### src/rtl/bus_match_cmp.sv
module bus_match_cmp #(
  parameter int AW = 16,
  parameter int DW = 16
) (
  input  logic          clk,
  input  logic          rst_n,
  input  logic          bus_valid,
  input  logic [AW-1:0] bus_addr,
  input  logic [DW-1:0] bus_data,
  input  logic          bus_rnw,
  input  logic          bus_byte,
  input  logic [2:0]    cmp_en,
  input  logic [AW-1:0] a_addr,
  input  logic [DW-1:0] a_data,
  input  logic [DW-1:0] a_mask,
  input  logic [AW-1:0] b_addr,
  input  logic [AW-1:0] c_addr,
  input  logic [2:0]    dir_filt_en,
  input  logic [2:0]    dir_sel,
  input  logic          b_size_en,
  input  logic          b_size_sel,
  input  logic [1:0]    range_mode,
  input  logic [2:0]    tag_sel,
  output logic [2:0]    match,
  output logic [2:0]    match_tag
);

  localparam logic [1:0] RM_INSIDE  = 2'b01;
  localparam logic [1:0] RM_OUTSIDE = 2'b10;

  logic [2:0] dir_ok;
  logic [2:0] hit;
  logic       rng_on, above_min, below_max, rng_hit, a_single, b_size_ok;

  assign dir_ok    = ~dir_filt_en | ~(dir_sel ^ {3{bus_rnw}});
  assign rng_on    = (range_mode == RM_INSIDE) || (range_mode == RM_OUTSIDE);
  assign above_min = bus_addr >= a_addr;
  assign below_max = bus_addr <= b_addr;
  assign rng_hit   = (range_mode == RM_INSIDE) ? (above_min & below_max)
                                               : (~above_min | ~below_max);
  assign a_single  = (bus_addr == a_addr) && (((bus_data ^ a_data) & a_mask) == '0);
  assign b_size_ok = ~b_size_en | (bus_byte == b_size_sel);

  assign hit[0] = cmp_en[0] & dir_ok[0] & (rng_on ? rng_hit : a_single);
  assign hit[1] = cmp_en[1] & dir_ok[1] & ~rng_on & b_size_ok & (bus_addr == b_addr);
  assign hit[2] = cmp_en[2] & dir_ok[2] & (bus_addr == c_addr);

  always_ff @(posedge clk or negedge rst_n) begin
    if (!rst_n) begin
      match     <= '0;
      match_tag <= '0;
    end else if (bus_valid) begin
      match     <= hit;
      match_tag <= hit & tag_sel;
    end else begin
      match     <= '0;
      match_tag <= '0;
    end
  end

  AST_IDLE_QUIET: assert property (@(posedge clk) disable iff (!rst_n)
    !bus_valid |=> (match == 3'b000));

  AST_DISABLED_C_QUIET: assert property (@(posedge clk) disable iff (!rst_n)
    !cmp_en[2] |=> !match[2]);

  AST_DIR_FILTER_C: assert property (@(posedge clk) disable iff (!rst_n)
    (dir_filt_en[2] && (bus_rnw != dir_sel[2])) |=> !match[2]);

  AST_SIZE_FILTER_B: assert property (@(posedge clk) disable iff (!rst_n)
    (b_size_en && (bus_byte != b_size_sel)) |=> !match[1]);

  AST_RANGE_B_SILENT: assert property (@(posedge clk) disable iff (!rst_n)
    (range_mode == RM_INSIDE || range_mode == RM_OUTSIDE) |=> !match[1]);

  AST_TAG_NEEDS_MATCH: assert property (@(posedge clk) disable iff (!rst_n)
    ((match_tag & ~match) == 3'b000));

endmodule

### config.mk
export PLATFORM = sky130hd
export DESIGN_NAME = bus_match_cmp
export DESIGN_NICKNAME = d
export VERILOG_FILES = /design/src/rtl/bus_match_cmp.sv
export SDC_FILE = /design/constraint.sdc
export NUM_CORES = 1
export LEC_CHECK = 0
export ABC_AREA = 1
export BUFFER_PORTS_ARGS = -buffer_cell sky130_fd_sc_hd__buf_2
export CAP_MARGIN = 20
export CORE_MARGIN = 2
export CORE_UTILIZATION = 40
export DETAILED_ROUTE_END_ITERATION = 10
export GPL_TIMING_DRIVEN = 1
export HOLD_SLACK_MARGIN = 0.15
export PLACE_DENSITY = 0.82
export SLEW_MARGIN = 20
export SYNTH_ARGS = -nofsm -noshare
export SYNTH_HDL_FRONTEND = slang
export SYNTH_SLANG_ARGS = --single-unit
### constraint.sdc
create_clock -name clk -period 0.8 [get_ports clk]
set_input_delay 0 -clock clk [delete_from_list [all_inputs] [get_ports clk]]
set_output_delay 0 -clock clk [all_outputs]
set_load 0.02 [all_outputs]
==> impl_metrics.csv <==
group,metric,value,unit
sta,grt_setup_unrepaired,"true",
cts,htreeDepth,1,
finish,fillers,308,
die,start_util,42.0,%
power_and_ir_drop,peakVddDrop,505,uV
logic_synthesis,synth_xor_area_share,4.66,%
grt,grt_max_degree,7,
logic_synthesis,synth_area_leader_cell,"ha_1",
power_and_ir_drop,switching_share,36.4,%
finish,drive_gt1_share,50.2,%
logic_synthesis,synth_commonest_cells,"nand2_1 (73), inv_1 (58), ha_1 (33), nand3_1 (24), nor2_1 (16)",
worst_setup_path,crit_type,"in2reg",
route,drc,0,
die,fp.dieH,69.0,um
sta,slew_violations,0,
route,vias,2385,
route,vias_per_cell,4.85,
worst_setup_path,cp-startpoint,"bus_addr[4]",
logic_synthesis,synthCells,279,
die,dieArea,4760,sq um
run_status,failed_checks,"setup timing",
cts,cts_tree,"built",
finish,fin_cells,492,
sta,finalHoldViolCount,0,
power_and_ir_drop,p_int,0.00139,W
logic_synthesis,synth_cell_type_count,26,
logic_synthesis,synth_fa_ha_area_share,24.4,%
grt,overflow,0,
worst_setup_path,cp-start-kind,"primary input",
logic_synthesis,synth_area_per_cell,6.06,sq um
cts,path_clk_slew,0.04,ns
worst_setup_path,critPathMaxStageDelay,0.28,ns
logic_synthesis,synth_edf_count,0,
worst_setup_path,cpMaxStageDelayCell,"ha_1",
logic_synthesis,ys_async_sr_fraction,100,%
logic_synthesis,synth_nets,445,
placed_design,port_buffers,138,
finish,nNetsFinal,610,
logic_synthesis,seq_area_frac_synth,8.88,%
power_and_ir_drop,combPwrFrac,64.7,%
worst_setup_path,cp.required,0.91,ns
grt,first_global_vias,2449,
worst_setup_path,end_kind,"flip-flop",
sta,finalWorstSetupSlack,-0.368,ns
logic_synthesis,synth_top_flop_cell,"dfrtp_1",
worst_setup_path,crit_fanout,3,
flow_run,cap_violations,0,
die,io_pins,139,
cts,root_buffer,"clkbuf_8",
logic_synthesis,netlist.area_leader.share,24.4,%
die,std_cell_rows,23,
grt,antenna_found_initial,0,
finish,n_antenna_cell,0,
power_and_ir_drop,finalPower,0.00218,W
sta,holdWs,0.124,ns
logic_synthesis,synth_area,1690,sq um
die,core_area,4030,sq um
sta,post-route-period-util,146,%
logic_synthesis,yosysMostFrequentCell,"nand2_1",
cts,cts_buffer_depth,2,
logic_synthesis,synthMuxAreaShare,0,%
sta,worstMarginPinSlew,0.291,ns
worst_setup_path,worst_path_most_repeated_cell,"nand2_2",
sta,fmax,856,MHz
route,drtPass1Iterations,4,
logic_synthesis,synth_warnings,0,
route,ant_nets,0,
logic_synthesis,yosys-top-cells-area,"ha_1 (24%), nand2_1 (16%), inv_1 (13%)",
grt,grt_pass1_wl,9.80,mm
sta,fin_crit,1.17,ns
placed_design,gp_congestion,0.827,
run_status,status,"complete, but fails checks",
worst_setup_path,crit_chain,"buf_2 > ha_1 > nand2_2 > nor3_1 > nand4_1 > nand2_2 > nand2_1 > nand2_1 > nand3_2 > nand2_2 > nor2_2",
cts,cts_num_sinks,6,
logic_synthesis,synth_top_family_by_area,"simple AND/OR/NAND/NOR gates",
cts,cts_made_buffers,3,
worst_setup_path,arrival,1.28,ns
logic_synthesis,ys_ff_latch,6,
cts,hold_buffers,4,
route,drt_iter0_markers,67,
route,post_drt_wl_per_cell,11.8,um
placed_design,dp_hpwl,4.93,mm
power_and_ir_drop,p_per_area,698,nW/um^2
sta,setup_violations,5,
finish,area_growth,85.1,%
route,wl,5.82,mm
logic_synthesis,synth-compound-area-share,11.1,%
power_and_ir_drop,power.leakage,1.76,nW
grt,grtUsageTotal,24.1,%
sta,slew_headroom,80.6,%
placed_design,dp.cells,484,
power_and_ir_drop,p_switching,0.000795,W
worst_hold_path,hp-class,"in2async",
power_and_ir_drop,p_seq_share,14.2,%
power_and_ir_drop,power.share.clock,21.1,%
die,fp.dieW,69.0,um
logic_synthesis,yosys.area_share.simple,38.0,%
## critical path, delay by kind of cell
| family | cells | cell delay (ns) |
|---|---|---|
| adders and majority gates | 1 | 0.28 |
| and+or+nand+nor | 9 | 0.88 |
| buffers and inverters | 1 | 0.11 |
## logic make-up (layout without fill, tap and decap cells)
kind of cell,count (synthesis),count (layout)
adders and majority gates,33,33
DFF,6,6
buffers and inverters,58,221
and+or+nand+nor,142,142
xor gates and xnor gates,9,9
AOI/OAI and AO/OA,31,31
## through the flow
step / util (%) / worst slack, ns / cell area [sq um] / setup TNS, ns
2_1_floorplan: - / -0.308 / 1900 / -0.700
3_3_place_gp: 68.9 / -0.611 / 2780 / -2.72
3_5_place_dp: 68.9 / -0.641 / 2780 / -2.94
4_1_cts: 75.1 / -0.360 / 3030 / -1.14
5_1_grt: 77.7 / -0.490 / 3130 / -1.64
6_report: 77.7 / -0.368 / 3130 / -1.21
## worst max-delay path by stage
| stage | to | slack (ns) | cells after the start |
|---|---|---|---|
| 2_1_floorplan | match_tag[0] | -0.31 | 12 |
| 3_3_place_gp | match_tag[0] | -0.61 | 12 |
| 3_5_place_dp | match_tag[0] | -0.64 | 12 |
| 4_1_cts | match_tag[0] | -0.36 | 13 |
| 5_1_grt | match_tag[0] | -0.49 | 14 |
| 6_report | match_tag[0] | -0.37 | 11 |
## registers in the layout (all words and copies together) (netlist names)
signal	count
match	3
match_tag	3
## repair_timing
item,CTS,global route
gates cloned,0,0
setup endpoints to repair,6,6
pin swaps,11,12
buffers inserted,2,1
endpoints found under the hold margin,10,2
resized for setup,38,30
## routing by layer
| metal | global-route usage, % | vias up | part of all wire, % |
|---|---|---|---|
| li1 | - | 1225 | - |
| met1 | 24.4 | 1050 | 35 |
| met2 | 50.4 | 104 | 57 |
| met3 | 4.09 | 6 | 7.0 |
| met4 | 4.14 | 0 | 0.88 |
| met5 | 0 | - | 0 |
## placed cells by master, fill, tap and decap left out, types with 2 or more instances in the layout
| cell | n |
|---|---|
| nor2_4 | 2 |
| nor2_1 | 10 |
| nand4_1 | 4 |
| inv_2 | 12 |
| nor4_1 | 2 |
| o21ai_0 | 2 |
| o21a_1 | 2 |
| inv_1 | 39 |
| nor2_2 | 5 |
| nor3b_2 | 2 |
| dlygate4sd3_1 | 4 |
| nand3_1 | 23 |
| o22ai_1 | 3 |
| ha_4 | 17 |
| nand2_2 | 7 |
| buf_2 | 123 |
| buf_8 | 4 |
| a21oi_1 | 10 |
| nand2_1 | 65 |
| buf_4 | 12 |
| a221oi_1 | 2 |
| o21bai_1 | 2 |
| buf_6 | 17 |
| or2_1 | 15 |
| a21oi_2 | 3 |
| xor2_1 | 8 |
| nand3_2 | 2 |
| dfrtp_1 | 6 |
| ha_1 | 16 |
| clkbuf_8 | 3 |
| o21ai_1 | 5 |
| inv_4 | 5 |
## area by class of cell
| type | instances | area [sq um] | area share, % |
|---|---|---|---|
| Clock buffer | 3 | 41.3 | 1.32 |
| Inverter | 58 | 248 | 7.92 |
| Multi-Input combinational cell | 215 | 1630 | 52.1 |
| Sequential cell | 6 | 150 | 4.80 |
| Tap cell | 50 | 62.6 | 2.00 |
| Timing Repair Buffer | 160 | 997 | 31.9 |
## power groups by stage
stage	combinational [W]	clock [W]	sequential, W
after floorplan	0.000610	0	0.000319
after global placement	0.00118	0	0.000314
after detailed placement	0.00122	0	0.000314
after CTS	0.00133	0.000457	0.000310
after global routing	0.00160	0.000485	0.000310
final	0.00141	0.000460	0.000310
(Power assumes the default switching activity.)
